--- config.mk ---
export PLATFORM = sky130hd
export DESIGN_NAME = rsave_seq
export DESIGN_NICKNAME = d
export VERILOG_FILES = /design/src/rtl/rsave_pkg.sv /design/src/rtl/rsave_prio.sv /design/src/rtl/rsave_live.sv /design/src/rtl/rsave_sp.sv /design/src/rtl/rsave_seq.sv
export SDC_FILE = /design/constraint.sdc
export NUM_CORES = 1
export LEC_CHECK = 0
export CAP_MARGIN = 20
export CORE_MARGIN = 2
export CORE_UTILIZATION = 46
export DETAILED_ROUTE_END_ITERATION = 8
export PLACE_DENSITY = 0.85
export SYNTH_ARGS = -nofsm -noshare
export SYNTH_HDL_FRONTEND = slang
export SYNTH_SLANG_ARGS = --single-unit
--- constraint.sdc ---
create_clock -name clk -period 5.2 [get_ports clk]
set_input_delay 0.78 -clock clk [delete_from_list [all_inputs] [get_ports clk]]
set_output_delay 0.78 -clock clk [all_outputs]
set_load 0.005 [all_outputs]
--- src/rtl/rsave_pkg.sv ---
package rsave_pkg;

    typedef enum logic [1:0] {
        OP_ENTER   = 2'b00,
        OP_LEAVE   = 2'b01,
        OP_SPILL   = 2'b10,
        OP_REFILL  = 2'b11
    } op_e;

    typedef enum logic [2:0] {
        ST_IDLE,
        ST_PUSH_REG,
        ST_PUSH_LIVE,
        ST_POP_LIVE_RD,
        ST_POP_LIVE_WB,
        ST_POP_REG_RD,
        ST_POP_REG_WB
    } state_e;

    // Per-command control carried through a sequence
    typedef struct packed {
        logic pop;       // sequence reads the stack
        logic wipe;      // live word becomes zero after the push
        logic full_set;  // mask is all ones instead of cmd_mask
    } ctl_t;

    function automatic ctl_t decode_op(input op_e op);
        ctl_t c;
        c.pop      = (op == OP_LEAVE) || (op == OP_REFILL);
        c.wipe     = (op == OP_SPILL);
        c.full_set = (op == OP_SPILL) || (op == OP_REFILL);
        return c;
    endfunction

endpackage

--- src/rtl/rsave_prio.sv ---
module rsave_prio #(
    parameter int unsigned N          = 16,
    parameter bit          HIGH_FIRST = 1'b0,
    localparam int unsigned IW        = $clog2(N)
) (
    input  logic [N-1:0]  req,
    output logic [IW-1:0] idx
);

    generate
        if (HIGH_FIRST) begin : g_high
            always_comb begin
                idx = '0;
                for (int i = 0; i < N; i++) begin
                    if (req[i]) idx = IW'(i);
                end
            end
        end else begin : g_low
            always_comb begin
                idx = '0;
                for (int i = N - 1; i >= 0; i--) begin
                    if (req[i]) idx = IW'(i);
                end
            end
        end
    endgenerate

endmodule

--- src/rtl/rsave_live.sv ---
module rsave_live #(
    parameter int unsigned NREG = 16,
    localparam int unsigned IW  = $clog2(NREG)
) (
    input  logic            clk,
    input  logic            rst,
    input  logic            idle,
    input  logic            track_en,
    input  logic            trk_we,
    input  logic [IW-1:0]   trk_idx,
    input  logic            load,
    input  logic [NREG-1:0] load_val,
    output logic [NREG-1:0] live
);

    always_ff @(posedge clk) begin
        if (rst) begin
            live <= '0;
        end else if (load) begin
            live <= load_val;
        end else if (idle && track_en && trk_we) begin
            live[trk_idx] <= 1'b1;
        end
    end

endmodule

--- src/rtl/rsave_sp.sv ---
module rsave_sp #(
    parameter int unsigned SAW = 8
) (
    input  logic           clk,
    input  logic           rst,
    input  logic           push,
    input  logic           pop,
    output logic [SAW-1:0] sp,
    output logic [SAW-1:0] sp_below
);

    assign sp_below = sp - 1'b1;

    always_ff @(posedge clk) begin
        if (rst) begin
            sp <= '0;
        end else if (push) begin
            sp <= sp_below;
        end else if (pop) begin
            sp <= sp + 1'b1;
        end
    end

endmodule

--- src/rtl/rsave_seq.sv ---
module rsave_seq
    import rsave_pkg::*;
#(
    parameter int unsigned NREG = 16,
    parameter int unsigned XLEN = 32,
    parameter int unsigned SAW  = 8,
    localparam int unsigned IW  = $clog2(NREG)
) (
    input  logic            clk,
    input  logic            rst,
    input  logic            cmd_valid,
    input  logic [1:0]      cmd_op,
    input  logic [NREG-1:0] cmd_mask,
    input  logic            track_en,
    input  logic            trk_we,
    input  logic [IW-1:0]   trk_idx,
    output logic            busy,
    output logic            done,
    output logic [NREG-1:0] live,
    output logic [SAW-1:0]  sp,
    output logic [IW-1:0]   rf_rd_idx,
    input  logic [XLEN-1:0] rf_rd_data,
    output logic            rf_wr_en,
    output logic [IW-1:0]   rf_wr_idx,
    output logic [XLEN-1:0] rf_wr_data,
    output logic            stk_en,
    output logic            stk_we,
    output logic [SAW-1:0]  stk_addr,
    output logic [XLEN-1:0] stk_wdata,
    input  logic [XLEN-1:0] stk_rdata
);

    state_e          state;
    ctl_t            ctl_q;
    ctl_t            ctl_in;
    logic [NREG-1:0] mask_q;
    logic [NREG-1:0] mask_eff;
    logic [NREG-1:0] rem_q;
    logic [NREG-1:0] saved_q;
    logic [IW-1:0]   idx_q;
    logic            done_q;

    logic [IW-1:0]   push_idx;
    logic [IW-1:0]   pop_idx;
    logic [NREG-1:0] rem_clr_push;
    logic [NREG-1:0] rem_clr_pop;
    logic [NREG-1:0] popped;
    logic [NREG-1:0] popped_sel;
    logic [SAW-1:0]  sp_below;
    logic            do_push;
    logic            do_pop;
    logic            live_ld;
    logic [NREG-1:0] live_ld_val;
    logic            idle;

    // ---------------- Command decode ----------------
    assign ctl_in   = decode_op(op_e'(cmd_op));
    assign mask_eff = ctl_in.full_set ? {NREG{1'b1}} : cmd_mask;
    assign idle     = (state == ST_IDLE);

    // ---------------- Register pickers ----------------
    rsave_prio #(.N(NREG), .HIGH_FIRST(1'b0)) u_pick_push (
        .req (rem_q),
        .idx (push_idx)
    );

    rsave_prio #(.N(NREG), .HIGH_FIRST(1'b1)) u_pick_pop (
        .req (rem_q),
        .idx (pop_idx)
    );

    assign rem_clr_push = rem_q & ~(NREG'(1) << push_idx);
    assign rem_clr_pop  = rem_q & ~(NREG'(1) << idx_q);
    assign popped       = stk_rdata[NREG-1:0];
    assign popped_sel   = popped & mask_q;

    // ---------------- Stack pointer ----------------
    assign do_push = (state == ST_PUSH_REG) || (state == ST_PUSH_LIVE);
    assign do_pop  = (state == ST_POP_LIVE_RD) || (state == ST_POP_REG_RD);

    rsave_sp #(.SAW(SAW)) u_sp (
        .clk      (clk),
        .rst      (rst),
        .push     (do_push),
        .pop      (do_pop),
        .sp       (sp),
        .sp_below (sp_below)
    );

    // ---------------- Live word ----------------
    always_comb begin
        live_ld     = 1'b0;
        live_ld_val = saved_q;
        case (state)
            ST_PUSH_LIVE: begin
                live_ld     = 1'b1;
                live_ld_val = ctl_q.wipe ? '0 : (live | mask_q);
            end
            ST_POP_LIVE_WB: begin
                live_ld     = (popped_sel == '0);
                live_ld_val = popped;
            end
            ST_POP_REG_WB: begin
                live_ld     = (rem_clr_pop == '0);
                live_ld_val = saved_q;
            end
            default: begin
                live_ld     = 1'b0;
                live_ld_val = saved_q;
            end
        endcase
    end

    rsave_live #(.NREG(NREG)) u_live (
        .clk      (clk),
        .rst      (rst),
        .idle     (idle),
        .track_en (track_en),
        .trk_we   (trk_we),
        .trk_idx  (trk_idx),
        .load     (live_ld),
        .load_val (live_ld_val),
        .live     (live)
    );

    // ---------------- Sequencer ----------------
    always_ff @(posedge clk) begin
        if (rst) begin
            state   <= ST_IDLE;
            ctl_q   <= '0;
            mask_q  <= '0;
            rem_q   <= '0;
            saved_q <= '0;
            idx_q   <= '0;
            done_q  <= 1'b0;
        end else begin
            done_q <= 1'b0;
            case (state)
                ST_IDLE: begin
                    if (cmd_valid) begin
                        ctl_q  <= ctl_in;
                        mask_q <= mask_eff;
                        rem_q  <= live & mask_eff;
                        if (ctl_in.pop)
                            state <= ST_POP_LIVE_RD;
                        else if ((live & mask_eff) != '0)
                            state <= ST_PUSH_REG;
                        else
                            state <= ST_PUSH_LIVE;
                    end
                end
                ST_PUSH_REG: begin
                    rem_q <= rem_clr_push;
                    if (rem_clr_push == '0) state <= ST_PUSH_LIVE;
                end
                ST_PUSH_LIVE: begin
                    state  <= ST_IDLE;
                    done_q <= 1'b1;
                end
                ST_POP_LIVE_RD: begin
                    state <= ST_POP_LIVE_WB;
                end
                ST_POP_LIVE_WB: begin
                    saved_q <= popped;
                    rem_q   <= popped_sel;
                    if (popped_sel != '0) begin
                        state <= ST_POP_REG_RD;
                    end else begin
                        state  <= ST_IDLE;
                        done_q <= 1'b1;
                    end
                end
                ST_POP_REG_RD: begin
                    idx_q <= pop_idx;
                    state <= ST_POP_REG_WB;
                end
                ST_POP_REG_WB: begin
                    rem_q <= rem_clr_pop;
                    if (rem_clr_pop == '0) begin
                        state  <= ST_IDLE;
                        done_q <= 1'b1;
                    end else begin
                        state <= ST_POP_REG_RD;
                    end
                end
                default: state <= ST_IDLE;
            endcase
        end
    end

    // ---------------- Port drive ----------------
    assign busy       = !idle;
    assign done       = done_q;
    assign rf_rd_idx  = push_idx;
    assign rf_wr_en   = (state == ST_POP_REG_WB);
    assign rf_wr_idx  = idx_q;
    assign rf_wr_data = stk_rdata;
    assign stk_en     = do_push || do_pop;
    assign stk_we     = do_push;
    assign stk_addr   = do_push ? sp_below : sp;
    assign stk_wdata  = (state == ST_PUSH_LIVE) ? XLEN'(live) : rf_rd_data;

endmodule

== Word-level counts from Yosys, hierarchy flattened ==
Index checks and enable logic that the tools add are counted.
Storage, ports and cells
  bits of input ports: 91
  word-level logic and storage cells: 110
  bits in registers: 81
Operators by class
  reductions and logical operators: 21
  shifts and indexed selects: 2
  add/subtract/negate cells: 2
  equality and inequality tests: 11
  magnitude comparators: 2
  bitwise gates (word level): 8
  multiplexer cells: 55
Operators with widths (number)
  $mux 4: 24
  $mux 16: 5
  $and 16x16->16: 4
  $pmux 16 s4: 1
  $logic_not 16->1: 3
  $mux 32: 1
  $not 16->16: 2
  $or 16x16->16: 2
  $pmux 16 s2: 1
  $reduce_bool 16->1: 2
  $shl 1x4->16 const A: 2
  $mux 3: 8
  $mux 8: 3
  $pmux 3 s6: 1
  $eq 3x3->1 const B: 3
  $add 8x1->8 const B: 1
  $mux 2: 4
  $sub 8x1->8 const B: 1
  $eq 3x2->1 const B: 2
  $pmux 1 s3: 2
  $reduce_and 2->1: 3
  $logic_or 1x1->1: 5
  $lt 4x5->1 const B: 1
  $demux 1 s4: 1
  12 further kinds: 19

== Logic depth before layout (Yosys ltp) ==
Gate-level depths: netlist of the first run.
  depth after elaboration: 22
  mapped depth: 10
  gate-level depth less buffers: 9

== Hierarchy ==
A second synthesis of the first run with hierarchy kept.
Unflattened totals
  cells, all modules: 826
  area, all modules: 6039.5 um^2
By module, submodules not included
  rsave_seq: area each 4329.2 um^2, times used 1, sequential area each 1141.1 um^2, cells each 614
  rsave_live: area each 822.0 um^2, times used 1, sequential area each 320.3 um^2, cells each 85
  rsave_sp: area each 568.0 um^2, times used 1, sequential area each 160.2 um^2, cells each 71
  rsave_prio at u_pick_push: area each 178.9 um^2, times used 1, sequential area each 0.0 um^2, cells each 31
  rsave_prio at u_pick_pop: area each 141.4 um^2, times used 1, sequential area each 0.0 um^2, cells each 25

== Least setup slack after synthesis of the first run ==
No wires, ideal clock.
  path type: register to output
  start point: reg state[2]
  end point: out stk_addr[6]
  required time: 4.420 ns
  arrival: 1.834 ns
  setup slack: 2.586 ns
  cell stages (with the launch flop): 8
  cells stage by stage: dfxtp_1 > buf_2 > nor3b_2 > buf_2 > o21ai_1 > or3_1 > or3_1 > xnor2_1
On the way
  longest elaborated chain between the ends: 3
  elaborated cells on any way between the ends: 4
  classes of those cells: 2 x eq/ne; 1 x mux; 1 x reduce/logical
Ends and longest elaborated chain
  from (decl): line rsave_seq.sv:33  | state_e state;
  from (signal assigned): line rsave_seq.sv:129  | state <= ST_IDLE;
  from (signal assigned): line rsave_seq.sv:145  | state <= ST_POP_LIVE_RD;
  from (signal assigned): line rsave_seq.sv:147  | state <= ST_PUSH_REG;
  $eq 3x1->1 or $eq 3x2->1 (tied branches): line rsave_seq.sv:78  | assign do_push = (state == ST_PUSH_REG) || (state == ST_PUSH_LIVE);
  $logic_or 1x1->1 *: line rsave_seq.sv:78
  $mux 8 *: line rsave_seq.sv:200  | assign stk_addr = do_push ? sp_below : sp;
  to (decl): line rsave_seq.sv:28  | output logic [SAW-1:0] stk_addr,
Every way passes the cells marked *; elsewhere a longest branch is shown, timed or not.

== Worst setup path in the final report of the first run ==
  start point: reg state[0]
  end point: out stk_addr[6]
The elaborated chain is that of the path after synthesis.

==> metrics.md, run 1 <==
| Metric | Value |
|---|---|
| Status | finished clean |
| RePlAce Congestion | 0.991 |
| Placed cells | 1037 |
| Final slew viol count | 0 |
| Sequential fraction of the synthesis area | 27.4% |
| Share of the synthesized area in the top cell type | 27.4% |
| DRT Pass-1 Iters | 6 |
| DR vias/cell | 6.10 |
| Worst-path clk slew | 0.06 ns |
| DP Wirelength | 14500 um |
| DR WL/cell | 19.0 um |
| Tcrit/Tclk final | 74.1% |
| Net count, final | 972 |
| Worst rel slew slack | 29.9% |
| Synthesized area | 5910 um^2 |
| Worst vdd ir | 299 uV |
| N_diodes | 0 |
| Final min period | 3.85 ns |
| RR Startpoint | rem_q[1] |
| Row cnt | 41 |
| # Max-Cap Violations | 0 |
| Ys Warns | 0 |
| Die Span Y | 117 um |
| Num ports | 200 |
| Mean post-synth cell area | 7.53 um^2 |
| Total clock sinks | 81 |
| Detailed Route Iter0 Violations | 783 |
| Vias in the first global route | 6238 |
| Hold WC Path Type | reg -> reg |
| Synthesis-to-finish area growth | 29.0% |
| RSZ-0062 raised after global routing | no |
| Unique masters post-synth | 77 |
| Post-synth top cells | nand2_1 (94), nor2_1 (90), dfxtp_1 (81) |
| Deepest clock path buffer count | 2 |
| Leading area contributor after synthesis | dfxtp_1 |
| Share of cells above drive strength 1 | 9.52% |
| Non-filler cells, final | 1054 |
| CTS Hold Buffers Added | 0 |
| Post-synth ARST share | 0% |
| First-pass GRT wire length | 32200 um |
| Worst-path fanout max | 16 |
| Slew @ Worst Pin | 1.05 ns |
| Grt ovf | 0 |
| Top FF cell, synth | dfxtp_1 |
| Final Hold Viols | 0 |
| Setup tns final | 0 ns |
| Gr usage total | 28.6% |
| # fillers | 1131 |
| EDFF count, synth | 0 |
| Final WL | 20000 um |
| DR vias | 6431 |
| Gate count after technology mapping | 785 |
| #FFs+latches synth | 81 |
| Pwr/cell area | 562 nW/um^2 |
| Pin count of the biggest net entering global routing | 58 |
| Fmax | 0.260 GHz |
| CP Data Required Time | 4.42 ns |
| PostCTS Resize Cnt | 0 |
| Count leader, synth | nand2_1 |
| Syn_nets | 880 |
| Setup CP Type | reg -> out |
| Synth top area cells | dfxtp_1 (27%), nand2_1 (6.0%), nor2_1 (5.7%), a21oi_1 (5.5%), o21ai_0 (5.4%) |
| Worst-skew pair later-pin latency | 0.35 ns |
| CTS tree | built |
| CORE AREA | 12600 um^2 |
| Clock Skew | 0.00636 ns |
| Final setup violation count | 0 |
| Flop2flop setup slack | 2.23 ns |
| Crit path DAT | 3.07 ns |
| Root Driver | clkbuf_16 |
| Initial Utilization | 47.0% |
| Pre-CTS WS | 1.70 ns |
| Worst reg2reg path endpoint | state[1] |
| Port-buffer cells | 167 |
| Initial antenna violation count | 0 |
| Post-CTS setup buffers | 0 |
| Leakage | 2.76 nW |
| Die Wd | 117 um |
| Die area | 13800 um^2 |
| Worst Setup EP | stk_addr[6] |
| R2R depth | 8 |
| Remaining antenna violation count after routing | 0 |
| Critical path launch point type | flop |
| H-Tree Depth | 3 |
| CP endpoint kind | primary output |
| CTS Buf Count | 9 |
| PnR worst setup slack | 1.35 ns |
| Residual DRC | 0 |
| CP startpoint | state[0] |
-- cell families after synthesis --
group | share of synthesized area (%)
and+or+nand+nor | 25.2
AOI/OAI and AO/OA | 30.5
buffers and inverters | 10.6
DFF | 27.4
muxes | 3.55
xor gates and xnor gates | 1.93
adders and majority gates | 0.846
-- through the flow --
stage | power [mW] | utilization (%) | hold slack, ns | area (um^2)
3_5_place_dp | 3.57 | 58.1 | 0.456 | 7300
4_1_cts | 4.24 | 60.5 | 0.465 | 7600
6_report | 4.29 | 60.7 | 0.465 | 7630
2_1_floorplan | 2.60 | - | 0.437 | 5910
5_1_grt | 4.57 | 60.7 | 0.486 | 7630
3_3_place_gp | 3.55 | 58.1 | 0.444 | 7300
-- worst min path at each step --
stage                          start          to  slack, ns  depth (start not counted)
after floorplan           saved_q[0]  saved_q[0]       0.44                          2
after global placement    saved_q[4]  saved_q[4]       0.44                          2
after detailed placement  saved_q[4]  saved_q[4]       0.46                          2
after CTS                 saved_q[4]  saved_q[4]       0.46                          2
after global routing      saved_q[3]  saved_q[3]       0.49                          2
final                     saved_q[4]  saved_q[4]       0.47                          2
-- final cells by class --
class	instances	area (um^2)	share of cell area, %
Timing Repair Buffer	175	1750	22.9
Multi-Input combinational cell	592	3670	48.2
Tap cell	172	215	2.82
Sequential cell	81	1620	21.3
Inverter	18	67.6	0.886
Clock inverter	5	61.3	0.804
Clock buffer	11	243	3.18
-- state kept, by name, indices dropped and copies added, names as in the netlist --
register	flops
ctl_q	1
mask_q	16
state	3
rf_wr_idx	4
saved_q	16
u_sp.sp	8
rem_q	16
done	1
u_live.live	16
-- where the power goes --
group          leakage, nW  internal (mW)  switching [mW]  total [mW]
clock                0.151          0.389           0.273       0.662
combinational         1.95           1.23            1.35        2.58
sequential           0.661          0.774           0.273        1.05
total                 2.76           2.40            1.89        4.29
-- per-layer routing --
layer | vias to the layer above | wire, um | track usage, % | share of wire, %
met2 | 405 | 9300 | 46.2 | 46
met5 | - | 0 | 0 | 0
met3 | 76 | 1930 | 6.52 | 9.6
met4 | 0 | 811 | 12.7 | 4.0
met1 | 2962 | 8010 | 36.5 | 40
li1 | 2988 | - | - | -
-- cell usage in the layout (no fill, tap or decap), types with 14 or more instances in the layout --
| cell type | n |
|---|---|
| dfxtp_1 | 81 |
| nand2_1 | 94 |
| a211oi_1 | 29 |
| a211oi_2 | 22 |
| nor2_1 | 90 |
| nand4_1 | 14 |
| a31oi_1 | 14 |
| inv_1 | 17 |
| nor2b_1 | 22 |
| nand3_1 | 15 |
| nor3_1 | 14 |
| o21ai_0 | 64 |
| a21oi_1 | 65 |
| clkdlybuf4s50_1 | 166 |
| mux2_2 | 16 |
-- critical path, stage by stage (launching register included) --
cell,delay (ns)
dfxtp_1,0.64
nor3b_4,0.49
o21ai_1,0.18
or3_1,0.39
or3_1,0.36
xnor2_1,0.14
clkdlybuf4s50_1,0.52
Note: power is estimated with default switching activity, not from simulation.
==> run 2: changes to the inputs <==
--- a/config.mk
+++ b/config.mk
@@ -7,9 +7,9 @@
 export LEC_CHECK = 0
 export CAP_MARGIN = 20
 export CORE_MARGIN = 2
-export CORE_UTILIZATION = 46
+export CORE_UTILIZATION = 42
 export DETAILED_ROUTE_END_ITERATION = 8
-export PLACE_DENSITY = 0.85
+export PLACE_DENSITY = 0.82
 export SYNTH_ARGS = -nofsm -noshare
 export SYNTH_HDL_FRONTEND = slang
 export SYNTH_SLANG_ARGS = --single-unit
==> constraint.sdc (replaced) <==
create_clock -name clk -period 3.4 [get_ports clk]
set_input_delay 0.51 -clock clk [delete_from_list [all_inputs] [get_ports clk]]
set_output_delay 0.51 -clock clk [all_outputs]
set_load 0.005 [all_outputs]
==> metrics.md, run 2 (same netlist as run 1, synthesis figures left out) <==
| Metric | Value |
|---|---|
| Die Wd | 123 um (+4.5%) |
| DR vias/cell | 5.95 (-2.5%) |
| DP Wirelength | 14900 um (+3.0%) |
| Synthesis-to-finish area growth | 31.7% |
| Worst rel slew slack | 41.3% (+11 points) |
| First-pass GRT wire length | 31300 um (-2.6%) |
| Root Driver | clkbuf_16 |
| CTS tree | built |
| CP top delay family | simple AND/OR/NAND/NOR gates |
| Setup tns final | 0 ns (unchanged) |
| Num ports | 200 (unchanged) |
| DR WL/cell | 18.5 um (-2.8%) |
| DR vias | 6433 (+0.031%) |
| Fmax | 0.319 GHz |
| Slew @ Worst Pin | 0.876 ns (-0.174 ns) |
| Vias in the first global route | 5924 (-5.0%) |
| Tcrit/Tclk final | 92.3% |
| # Max-Cap Violations | 0 (unchanged) |
| Most frequent cells in the layout | clkdlybuf4s50_1 (166), nand2_1 (94), nor2_1 (90) |
| Grt ovf | 0 (unchanged) |
| Status | finished clean |
| Total clock sinks | 81 (unchanged) |
| Critical path launch point type | flop |
| CTS Buf Count | 9 (unchanged) |
| CP Data Required Time | 2.89 ns (-1.53 ns) |
| Crit path DAT | 2.63 ns (-0.44 ns) |
| Gr usage total | 26.8% (-1.9 points) |
| Net count, final | 991 (+2.0%) |
| Crit-path cells | nor3b_4, o21ai_1, or3_1, or3_1, xnor2_1, clkdlybuf4s50_1 |
| Pin count of the biggest net entering global routing | 39 (-33%) |
| Worst-path clk slew | 0.06 ns (about the same) |
| Residual DRC | 0 (unchanged) |
| Most common cell after layout, fill and taps aside | clkdlybuf4s50_1 |
| RSZ-0062 raised after global routing | no |
| Setup CP Type | reg -> out |
| N_diodes | 0 (unchanged) |
| Total power | 6.69 mW (+56%) |
| DRT Pass-1 Iters | 5 (-1) |
| Worst-path fanout max | 11 (-5) |
| Final Hold Viols | 0 (unchanged) |
| Final setup violation count | 0 (unchanged) |
| Worst vdd ir | 345 uV (+15%) |
| CP endpoint kind | primary output |
| Post-CTS setup buffers | 0 (unchanged) |
| Remaining antenna violation count after routing | 0 (unchanged) |
| Detailed Route Iter0 Violations | 663 (-15%) |
| RePlAce Congestion | 1.02 (+2.6%) |
| Leakage | 2.86 nW (+3.4%) |
| Port-buffer cells | 167 (unchanged) |
| Die area | 15000 um^2 (+9.2%) |
| Pre-CTS WS | 0.385 ns (-1.32 ns) |
| Row cnt | 43 (+4.9%) |
| CTS Hold Buffers Added | 0 (unchanged) |
| H-Tree Depth | 3 (unchanged) |
| Final core area utilization | 56.3% (-4.4 points) |
| Share of cells above drive strength 1 | 11.5% (+2.0 points) |
| PostCTS Resize Cnt | 0 (unchanged) |
| Clock Skew | 0.00658 ns (+0.000223 ns) |
| CP max stage cell | clkdlybuf4s50_1 |
| Number of buffers and inverters on the critical path | 1 (unchanged) |
| Final min period | 3.14 ns |
| Largest stage delay on the critical path | 0.51 ns (-0.13 ns) |
| Hold WC Path Type | reg -> reg |
| Final slew viol count | 0 (unchanged) |
| Worst-skew pair later-pin latency | 0.35 ns (about the same) |
| Initial Utilization | 42.8% (-4.3 points) |
| Final WL | 20000 um (-0.30%) |
| CORE AREA | 13800 um^2 (+10%) |
| Die Span Y | 123 um (+4.5%) |
| Deepest clock path buffer count | 2 (unchanged) |
| PnR worst setup slack | 0.263 ns (-1.09 ns) |
| Most used cell, CP | or3_1 |
| Initial antenna violation count | 0 (unchanged) |
| Pwr/cell area | 860 nW/um^2 (+53%) |
run 2: cell types whose count changed in the layout (fill, tap and decap cells not counted):
cell	before	now
clkinv_4	1	0
buf_16	1	0
bufinv_16	1	2
clkinvlp_4	0	2
clkbuf_1	1	0
inv_6	2	1
buf_4	7	27
run 2: where the power goes:
group / switching, mW / leakage (nW) / internal (mW)
clock network: 0.422 / 0.155 / 0.665
logic: 2.12 / 2.04 / 1.93
registers: 0.372 / 0.661 / 1.18
total: 2.91 / 2.86 / 3.78
run 2: worst min-delay path, delay by kind of cell, from the launching register on:
kind	cells	cell delay, ns
flip-flops	1	0.31
AO/OA/AOI/OAI	1	0.05
AND/OR/NAND/NOR	1	0.05
run 2: through the flow:
step	area [um^2]	hold slack [ns]	instances
after floorplan	5910	0.437	785
after global placement	7460	0.443	1065
after detailed placement	7460	0.449	1065
after CTS	7780	0.458	1081
after global routing	7780	0.477	1081
final	7780	0.456	1081
run 2: worst paths after layout:
kind	start	endpoint	slack, ns	cells past startpoint
max	state[2]	stk_addr[6]	0.26	6
min	saved_q[4]	saved_q[4]	0.46	2
max reg2reg	rf_wr_idx[2]	u_live.live[7]	0.50	9
min reg2reg	saved_q[4]	saved_q[4]	0.46	2
run 2: final cells by class:
class | instances | area (um^2)
clock inverter | 6 | 88.8
timing repair buffer | 194 | 1870
tap | 180 | 225
fill | 1277 | 6040
sequential | 81 | 1620
inverter | 18 | 67.6
multi-input combinational | 592 | 3670
clock buffer | 10 | 239
run 2: metal layers:
metal  global-route usage (%)  wire length [um]
met5                        0                 0
met4                     12.0               718
met3                     4.09              1660
met2                     42.3              9290
met1                     36.0              8320
